<file path="src/rtl/swfc_pkg.sv">
// Shared types for the in-band flow controller.
// Assumes: mode[3:2] is the transmit select and mode[1:0] the receive select.
package swfc_pkg;

    typedef enum logic [1:0] {RXS_IDLE, RXS_ON1, RXS_OFF1} rx_state_t;
    typedef enum logic [1:0] {TXS_IDLE, TXS_FIRST, TXS_SECOND} tx_state_t;

    typedef struct packed {
        logic en;    // receive flow control active
        logic use1;  // single-byte match against xon1/xoff1
        logic use2;  // single-byte match against xon2/xoff2
        logic dual;  // two-byte sequence match
    } rx_cfg_t;

    // Decode the receive behaviour; it depends on the transmit bits when rx=11.
    function automatic rx_cfg_t decode_rx(input logic [3:0] m);
        rx_cfg_t c;
        c = '0;
        case (m[1:0])
            2'b10: begin c.en = 1'b1; c.use1 = 1'b1; end
            2'b01: begin c.en = 1'b1; c.use2 = 1'b1; end
            2'b11: begin
                c.en = 1'b1;
                if (m[3] ^ m[2]) begin
                    c.use1 = 1'b1;
                    c.use2 = 1'b1;
                end else begin
                    c.dual = 1'b1;
                end
            end
            default: c = '0;
        endcase
        return c;
    endfunction

endpackage

</file>
<file path="src/rtl/swfc_rx_match.sv">
// Receive-side matcher: filters flow-control bytes out of the received stream
// and drives the transmit pause flag.
// Assumes: rx_valid never asserts in two consecutive cycles (a one-entry replay
// slot reprocesses a byte that broke a pending pair in the following cycle).
module swfc_rx_match
    import swfc_pkg::*;
#(
    parameter int DW = 8
) (
    input  logic          clk,
    input  logic          rst_n,
    input  rx_cfg_t       cfg,
    input  logic [DW-1:0] xon1,
    input  logic [DW-1:0] xon2,
    input  logic [DW-1:0] xoff1,
    input  logic [DW-1:0] xoff2,
    input  logic          rx_valid,
    input  logic [DW-1:0] rx_byte,
    output logic          fifo_wr_en,
    output logic [DW-1:0] fifo_wr_data,
    output logic          tx_pause
);

    rx_state_t     state_q, state_d;
    logic [DW-1:0] held_q, held_d;
    logic          rep_v_q, rep_v_d;
    logic [DW-1:0] rep_b_q, rep_b_d;
    logic          cur_v;
    logic [DW-1:0] cur_b;
    logic          wr_d;
    logic [DW-1:0] wdata_d;
    logic          hit_on, hit_off;
    logic [DW-1:0] want2;

    assign cur_v = rx_valid | rep_v_q;
    assign cur_b = rep_v_q ? rep_b_q : rx_byte;
    assign want2 = (state_q == RXS_ON1) ? xon2 : xoff2;

    // Classify the current byte and choose the FIFO write and next match state.
    always_comb begin
        state_d = state_q;
        held_d  = held_q;
        rep_v_d = 1'b0;
        rep_b_d = rep_b_q;
        wr_d    = 1'b0;
        wdata_d = cur_b;
        hit_on  = 1'b0;
        hit_off = 1'b0;
        if (!cfg.dual) begin
            state_d = RXS_IDLE;
            if (state_q != RXS_IDLE) begin
                wr_d    = 1'b1;
                wdata_d = held_q;
                if (cur_v) begin
                    rep_v_d = 1'b1;
                    rep_b_d = cur_b;
                end
            end else if (cur_v) begin
                if (cfg.en && ((cfg.use1 && cur_b == xoff1) || (cfg.use2 && cur_b == xoff2)))
                    hit_off = 1'b1;
                else if (cfg.en && ((cfg.use1 && cur_b == xon1) || (cfg.use2 && cur_b == xon2)))
                    hit_on = 1'b1;
                else
                    wr_d = 1'b1;
            end
        end else if (cur_v) begin
            if (state_q == RXS_IDLE) begin
                if (cur_b == xoff1) begin
                    state_d = RXS_OFF1;
                    held_d  = cur_b;
                end else if (cur_b == xon1) begin
                    state_d = RXS_ON1;
                    held_d  = cur_b;
                end else begin
                    wr_d = 1'b1;
                end
            end else begin
                state_d = RXS_IDLE;
                if (cur_b == want2) begin
                    hit_on  = (state_q == RXS_ON1);
                    hit_off = (state_q == RXS_OFF1);
                end else begin
                    wr_d    = 1'b1;
                    wdata_d = held_q;
                    rep_v_d = 1'b1;
                    rep_b_d = cur_b;
                end
            end
        end
    end

    // Register match state, replay slot, FIFO write and pause flag.
    always_ff @(posedge clk) begin
        if (!rst_n) begin
            state_q      <= RXS_IDLE;
            held_q       <= '0;
            rep_v_q      <= 1'b0;
            rep_b_q      <= '0;
            fifo_wr_en   <= 1'b0;
            fifo_wr_data <= '0;
            tx_pause     <= 1'b0;
        end else begin
            state_q      <= state_d;
            held_q       <= held_d;
            rep_v_q      <= rep_v_d;
            rep_b_q      <= rep_b_d;
            fifo_wr_en   <= wr_d;
            fifo_wr_data <= wdata_d;
            if (!cfg.en)      tx_pause <= 1'b0;
            else if (hit_off) tx_pause <= 1'b1;
            else if (hit_on)  tx_pause <= 1'b0;
        end
    end

endmodule

</file>
<file path="src/rtl/swfc_tx_req.sv">
// Transmit-side requester: raises stop/resume insertion requests from the
// receive FIFO level and walks one- or two-byte sequences through the serializer.
// Assumes: ins_ack only while ins_valid; characters constant while enabled.
module swfc_tx_req
    import swfc_pkg::*;
#(
    parameter int DW = 8,
    parameter int LW = 6
) (
    input  logic          clk,
    input  logic          rst_n,
    input  logic [1:0]    tx_mode,
    input  logic [DW-1:0] xon1,
    input  logic [DW-1:0] xon2,
    input  logic [DW-1:0] xoff1,
    input  logic [DW-1:0] xoff2,
    input  logic [LW-1:0] rx_level,
    input  logic [LW-1:0] hi_thresh,
    input  logic [LW-1:0] lo_thresh,
    input  logic          ins_ack,
    output logic          ins_valid,
    output logic [DW-1:0] ins_byte,
    output logic          second
);

    tx_state_t st_q;
    logic      kind_off_q;
    logic      sent_off_q;
    logic      en, dual, sel2;

    assign en   = (tx_mode != 2'b00);
    assign dual = (tx_mode == 2'b11);
    assign sel2 = (tx_mode == 2'b01);

    // Trigger requests from the fill level and step through the byte sequence.
    always_ff @(posedge clk) begin
        if (!rst_n || !en) begin
            st_q       <= TXS_IDLE;
            kind_off_q <= 1'b0;
            sent_off_q <= 1'b0;
        end else begin
            case (st_q)
                TXS_IDLE: begin
                    if (!sent_off_q && rx_level >= hi_thresh) begin
                        st_q       <= TXS_FIRST;
                        kind_off_q <= 1'b1;
                        sent_off_q <= 1'b1;
                    end else if (sent_off_q && rx_level <= lo_thresh) begin
                        st_q       <= TXS_FIRST;
                        kind_off_q <= 1'b0;
                        sent_off_q <= 1'b0;
                    end
                end
                TXS_FIRST:  if (ins_ack) st_q <= dual ? TXS_SECOND : TXS_IDLE;
                TXS_SECOND: if (ins_ack) st_q <= TXS_IDLE;
                default:    st_q <= TXS_IDLE;
            endcase
        end
    end

    // Select the character offered to the serializer.
    always_comb begin
        ins_byte = '0;
        if (st_q == TXS_FIRST)
            ins_byte = kind_off_q ? (sel2 ? xoff2 : xoff1) : (sel2 ? xon2 : xon1);
        else if (st_q == TXS_SECOND)
            ins_byte = kind_off_q ? xoff2 : xon2;
    end

    assign ins_valid = (st_q != TXS_IDLE);
    assign second    = (st_q == TXS_SECOND);

endmodule

</file>
<file path="src/rtl/swfc_ctrl.sv">
// Top of the in-band flow controller for one UART channel: decodes the mode
// field and joins the receive matcher with the transmit requester.
// Assumes: mode is cleared to zero before any new non-zero value is loaded.
module swfc_ctrl
    import swfc_pkg::*;
#(
    parameter int DW = 8,
    parameter int LW = 6
) (
    input  logic          clk,
    input  logic          rst_n,
    input  logic [3:0]    mode,
    input  logic [DW-1:0] xon1,
    input  logic [DW-1:0] xon2,
    input  logic [DW-1:0] xoff1,
    input  logic [DW-1:0] xoff2,
    input  logic          rx_valid,
    input  logic [DW-1:0] rx_byte,
    output logic          fifo_wr_en,
    output logic [DW-1:0] fifo_wr_data,
    output logic          tx_pause,
    input  logic [LW-1:0] rx_level,
    input  logic [LW-1:0] hi_thresh,
    input  logic [LW-1:0] lo_thresh,
    output logic          ins_valid,
    output logic [DW-1:0] ins_byte,
    input  logic          ins_ack
);

    rx_cfg_t rx_cfg;
    logic    tx_second;

    assign rx_cfg = decode_rx(mode);

    swfc_rx_match #(.DW(DW)) u_rx (
        .clk          (clk),
        .rst_n        (rst_n),
        .cfg          (rx_cfg),
        .xon1         (xon1),
        .xon2         (xon2),
        .xoff1        (xoff1),
        .xoff2        (xoff2),
        .rx_valid     (rx_valid),
        .rx_byte      (rx_byte),
        .fifo_wr_en   (fifo_wr_en),
        .fifo_wr_data (fifo_wr_data),
        .tx_pause     (tx_pause)
    );

    swfc_tx_req #(.DW(DW), .LW(LW)) u_tx (
        .clk       (clk),
        .rst_n     (rst_n),
        .tx_mode   (mode[3:2]),
        .xon1      (xon1),
        .xon2      (xon2),
        .xoff1     (xoff1),
        .xoff2     (xoff2),
        .rx_level  (rx_level),
        .hi_thresh (hi_thresh),
        .lo_thresh (lo_thresh),
        .ins_ack   (ins_ack),
        .ins_valid (ins_valid),
        .ins_byte  (ins_byte),
        .second    (tx_second)
    );

endmodule

</file>
<file path="config.mk">
export PLATFORM = sky130hd
export DESIGN_NAME = swfc_ctrl
export DESIGN_NICKNAME = d
export VERILOG_FILES = /design/src/rtl/swfc_pkg.sv /design/src/rtl/swfc_rx_match.sv /design/src/rtl/swfc_tx_req.sv /design/src/rtl/swfc_ctrl.sv
export SDC_FILE = /design/constraint.sdc
export NUM_CORES = 1
export LEC_CHECK = 0
export ABC_AREA = 1
export BUFFER_PORTS_ARGS = -buffer_cell sky130_fd_sc_hd__clkbuf_2
export CAP_MARGIN = 20
export CORE_MARGIN = 2
export CORE_UTILIZATION = 45
export CTS_BUF_LIST = sky130_fd_sc_hd__clkbuf_4
export CTS_CLUSTER_SIZE = 40
export DETAILED_ROUTE_END_ITERATION = 16
export PLACE_DENSITY_LB_ADDON = 0.08
export SYNTH_ARGS = -nofsm -noshare
export SYNTH_HDL_FRONTEND = slang
export SYNTH_SLANG_ARGS = --single-unit
</file>
<file path="constraint.sdc">
create_clock -name clk -period 3.23 [get_ports clk]
set_clock_uncertainty 0.2 [all_clocks]
set_input_delay 0.1615 -clock clk [delete_from_list [all_inputs] [get_ports clk]]
set_output_delay 0.1615 -clock clk [all_outputs]
set_load 0.1 [all_outputs]
</file>
## After elaboration in Yosys (flattened, before gate mapping)

Cells that the tools add are included.

- Word-level logic and storage cells: 134
- Bits in registers: 32
- Output and inout port bits: 19
- Bits of input ports: 66

- Order comparisons: 2
- Bitwise operators: 2
- Multiplexer cells: 70
- Reductions and logical operators: 31
- Eq/ne operators: 20

Operator list:

| kind | count |
|---|---|
| $mux W8 | 21 |
| $eq A8 B8 Y1 | 5 |
| $mux W1 | 37 |
| $mux W2 | 9 |
| $reduce_bool A2 Y1 | 7 |
| $eq A2 B2 Y1 const B | 5 |
| $eq A2 B1 Y1 const B | 4 |
| $logic_and A1 B1 Y1 | 8 |
| $ne A2 B2 Y1 const B | 4 |
| $reduce_and A2 Y1 | 4 |
| $reduce_and A4 Y1 | 2 |
| $ge A6 B6 Y1 | 1 |
| $le A6 B6 Y1 | 1 |
| $pmux W2 S3 | 1 |
| $logic_not A2 Y1 | 2 |
| $pmux W1 S2 | 2 |
| $logic_not A1 Y1 | 3 |
| $logic_or A1 B1 Y1 | 3 |
| $ne A3 B1 Y1 const B | 1 |
| $ne A3 B2 Y1 const B | 1 |
| $reduce_and A3 Y1 | 1 |
| $reduce_or A3 Y1 | 1 |
| $or A1 B1 Y1 | 1 |
| $xor A1 B1 Y1 | 1 |

## Longest topological paths before layout

- Depth in word-level cells: 13
- Depth in mapped cells: 15
- Mapped depth without buffers: 14

## Hierarchy

Synthesis repeated with hierarchy kept, for this count alone.

- Cell total of the unflattened synthesis: 593
- Area, all modules: 3379.5 µm²

Modules (own cells, without submodules):

| module | times used | area an instance (µm²) | cells an instance |
|---|---|---|---|
| swfc_rx_match | 1 | 2491.1 | 445 |
| swfc_tx_req | 1 | 822.0 | 133 |
| swfc_ctrl | 1 | 66.3 | 15 |

## Worst setup path before layout

No wires, ideal clock.

- Path type: flip-flop to output port
- Start point: register u_tx.kind_off_q
- End point: output port ins_byte[0]
- Data required time: 2.868 ns
- Path slack: -0.135 ns
- Stages on the path, launching flop included: 5
- Buffers on the path: 2
- Arrival time: 3.003 ns
- Path through: dfxtp_1 > clkbuf_1 > clkbuf_1 > a21oi_1 > o21ai_0

- Word-level cells in the longest chain between the ends: 3

RTL lines:

| what | RTL line | RTL |
|---|---|---|
| start, declared | swfc_tx_req.sv:27 | `logic kind_off_q;` |
| start signal, assigned | swfc_tx_req.sv:39 | `kind_off_q <= 1'b0;` |
| start signal, assigned | swfc_tx_req.sv:46 | `kind_off_q <= 1'b1;` |
| start signal, assigned | swfc_tx_req.sv:50 | `kind_off_q <= 1'b0;` |
| $mux W8 | swfc_tx_req.sv:67 | `ins_byte = kind_off_q ? xoff2 : xon2;` |
| $mux W8 | swfc_tx_req.sv:66 | `else if (st_q == TXS_SECOND)` |
| $mux W8 (*) | swfc_tx_req.sv:64 | `if (st_q == TXS_FIRST)` |
| end, declared | swfc_ctrl.sv:26 | `output logic [DW-1:0] ins_byte,` |

Every way passes the cells marked *; elsewhere a longest branch is shown, timed or not.

## Worst setup path in the final report

- Start point: register u_rx.rep_v_q
- End point: register u_rx.held_q[0]

- Word-level cells in the longest chain between the ends: 4

RTL lines:

| what | RTL line | RTL |
|---|---|---|
| start, declared | swfc_rx_match.sv:26 | `logic rep_v_q, rep_v_d;` |
| start signal, assigned | swfc_rx_match.sv:105 | `rep_v_q <= rep_v_d;` |
| $mux W8 | swfc_rx_match.sv:36 | `assign cur_b = rep_v_q ? rep_b_q : rx_byte;` |
| $eq A8 B8 Y1, on equally long branches | swfc_rx_match.sv:68, swfc_rx_match.sv:71 |  |
| $reduce_bool A2 Y1 (no line) | - |  |
| $reduce_and A4 Y1 (no line) | - |  |
| end signal, assigned | swfc_rx_match.sv:104 | `held_q <= held_d;` |
| end, declared | swfc_rx_match.sv:25 | `logic [DW-1:0] held_q, held_d;` |

Parallel ways exist; a longest one is shown, timed or not. The select of a mux whose other input is x is not followed.
A chain may end at the register's enable or synchronous reset.

==> results.toml <==
[flow_run]
maxCapViolations = 0

[logic_synthesis]
syn_area_per_cell_um2 = 5.79
synth_top_family_by_area = "simple AND/OR/NAND/NOR gates"
synth_cells = 569
synthesis.area_um2 = 3290
synth_fa_ha_area_frac = 0.0570
async_reset_ff_frac = 0
ys_seq_area_frac = 0.195
yosys.area_share.simple = 0.426
synthesis.nets = 650
synth_compound_area_frac = 0.165
synth_cell_type_count = 37
ys_ff_latch = 32
ys.flop_type = "dfxtp_1"
yosys_warnings = 0
synth_edf_count = 0
synthMuxAreaShare = 0
synth-xor-area-share = 0.0209

[global_route]
first_global_vias = 3353
antenna_found_initial = 0
grt_use_total = 0.252
grt_max_degree = 36
grt-ovfl-total = 0
grt_pass1_wl_mm = 15.7

[placement]
placed_cells = 741
routabilityCongestion = 0.887
port_buffers = 84
place_area_um2 = 3780
dp.final_hpwl_mm = 7.67
place_ws_ns = 0.459

[pwr]
p_total_mw = 1.46
peakVddDrop_mv = 0.229
power_density_nw_per_um2 = 375
leakage_nw = 2.08

[final_layout]
nFillCells = 766
finish.utilization = 0.544
fin_cells = 754
antenna_cells = 0
syn_to_final_growth_pct = 18.7
drive_gt1_frac = 0.214
regArea_um2 = 641
multi_input_area_um2 = 2210
nets = 735
stdcell_area_um2 = 3910

[detailed_routing]
routed_wl_mm = 9.74
drtPass1Iterations = 5
via_count = 3749
drtIter0Drc = 290
drc_errors = 0
viasPerCell = 4.97
wl_per_cell_um = 12.9
ant_nets = 0

[timing]
tns_ns = 0
rsz0062_at_grt = "no"
fin_crit_sh = 0.866
fmax_ghz = 0.358
slew_headroom = 0.400
finalSetupViolCount = 0
holdWs_ns = 0.0411
finalHoldViolCount = 0
finalCriticalPeriod_ns = 2.80
tightest_slew_ns = 0.900
drv_slew = 0
fin_ws_ns = 0.433

[die]
start_util = 0.459
fp.dieW_um = 89.5
dieArea_um2 = 8020
rows = 31
boundaryPins = 85
fp.coreArea_um2 = 7180
die_h_um = 89.5

[critical_path]
cp_cell_sequence = "inv_6, nand2_1, nand2_1, nand2_1, nand3_1, nor2_1, nand2_1, nand2_1, nand3_2, o21ai_0, a21oi_1"
crit_path_start_kind = "flip-flop"
arrival_ns = 2.83
path_class = "reg -> reg"
crit_fanout = 17
max_stage_delay_ns = 0.79
cpMaxStageDelayCell = "dfxtp_1"
required_ns = 3.27
end_kind = "flip-flop"
critPathMostFrequentCell = "nand2_1"

[clock_network]
clk_latency_ns = 0.34
clock-root-buffer = "clkbuf_4"
clockBufferDepth = 2
h-tree-depth = 2
clock-sinks = 32
cts_tree = "yes"
cts_made_buffers = 5
clkTransAtPathRegs_ns = 0.12

[min_path]
hold_path.class = "in -> reg"

[status]
status = "completed"
==> cell usage after synthesis (3+ instances only) <==
cell type / number / area share
a21oi_1: 52 / 0.079
a21oi_2: 3 / 0.0080
buf_6: 4 / 0.014
clkbuf_1: 8 / 0.0091
dfxtp_1: 32 / 0.19
ha_1: 15 / 0.057
inv_1: 87 / 0.099
nand2_1: 181 / 0.21
nand2_2: 10 / 0.019
nand2_4: 8 / 0.027
nand3_1: 54 / 0.082
nand3b_1: 3 / 0.0068
nand4_1: 5 / 0.0095
nor2_1: 33 / 0.038
nor2_2: 4 / 0.0076
nor3_1: 4 / 0.0061
o21ai_0: 32 / 0.049
o21ai_2: 4 / 0.011
or2_2: 3 / 0.0057
xor2_1: 4 / 0.011
==> path summary, 6_finish.rpt <==
check / from / to / slack (ns) / cells after the start
setup reg to reg: u_rx.rep_v_q$_SDFF_PN0_ / u_rx.held_q[0]$_SDFFE_PN0P_ / 0.43 / 11
setup / recovery: u_rx.rep_v_q$_SDFF_PN0_ / u_rx.held_q[0]$_SDFFE_PN0P_ / 0.43 / 11
hold reg to reg: u_rx.held_q[5]$_SDFFE_PN0P_ / u_rx.held_q[5]$_SDFFE_PN0P_ / 0.28 / 2
hold / removal: mode[3] / u_tx.st_q[1]$_SDFFE_PP0P_ / 0.04 / 4
==> layout make-up <==
cell class	count	share of cell area
Inverter	91	0.0887
Timing Repair Buffer	94	0.130
Tap cell	99	0.0317
Clock buffer	5	0.00961
Clock inverter	3	0.0109
Sequential cell	32	0.164
Multi-Input combinational cell	430	0.565
==> kinds of logic (layout without fill, tap and decap cells) <==
kind of cell,Yosys count,count (layout)
and+or+nand+nor,310,310
buffers and inverters,107,193
AOI/OAI and AO/OA,98,98
DFF,32,32
adders and majority gates,15,15
xor gates and xnor gates,7,7
==> power by group <==
group	total (mW)	leakage, nW	switching, mW	internal, mW
sequential	0.419	0.261	0.00837	0.411
combinational	0.734	1.77	0.561	0.173
clock	0.312	0.0412	0.150	0.161
==> cell usage in the layout (no fill, tap or decap), types with 10 or more instances in the layout <==
cell and count:
ha_1 15, nor2_1 33, o21ai_0 24, clkbuf_2 84, dfxtp_1 32, nand2_1 181, nand2_2 10, inv_1 87
nand3_1 54, a21oi_1 52
==> worst max-delay path, delay by kind of cell, from the launching register on <==
family / cells / cell delay, ns
and+or+nand+nor: 8 / 1.24
DFF: 1 / 0.79
AOI/OAI and AO/OA: 2 / 0.32
buffers and inverters: 1 / 0.15
==> flip-flops by register name (all words and copies together) (netlist names) <==
| register | count |
|---|---|
| u_tx.kind_off_q | 1 |
| u_rx.state_q | 2 |
| u_rx.held_q | 8 |
| u_rx.tx_pause | 1 |
| u_rx.fifo_wr_data | 8 |
| u_rx.fifo_wr_en | 1 |
| u_rx.rep_b_q | 8 |
| u_tx.st_q | 2 |
| u_rx.rep_v_q | 1 |
==> repair_timing <==
item                                    in CTS  in global routing
resized for setup                            0                  0
endpoints found under the setup margin       0                  0
setup buffers                                0                  0
hold endpoints to repair                    10                  0
hold buffers                                 5                  0
==> routing by layer <==
layer,GRT usage,share of wire
met1,0.349,0.47
met2,0.426,0.46
met3,0.0388,0.057
met4,0.0339,0.0087
met5,0,0
Power figures use the tool's default switching activity.
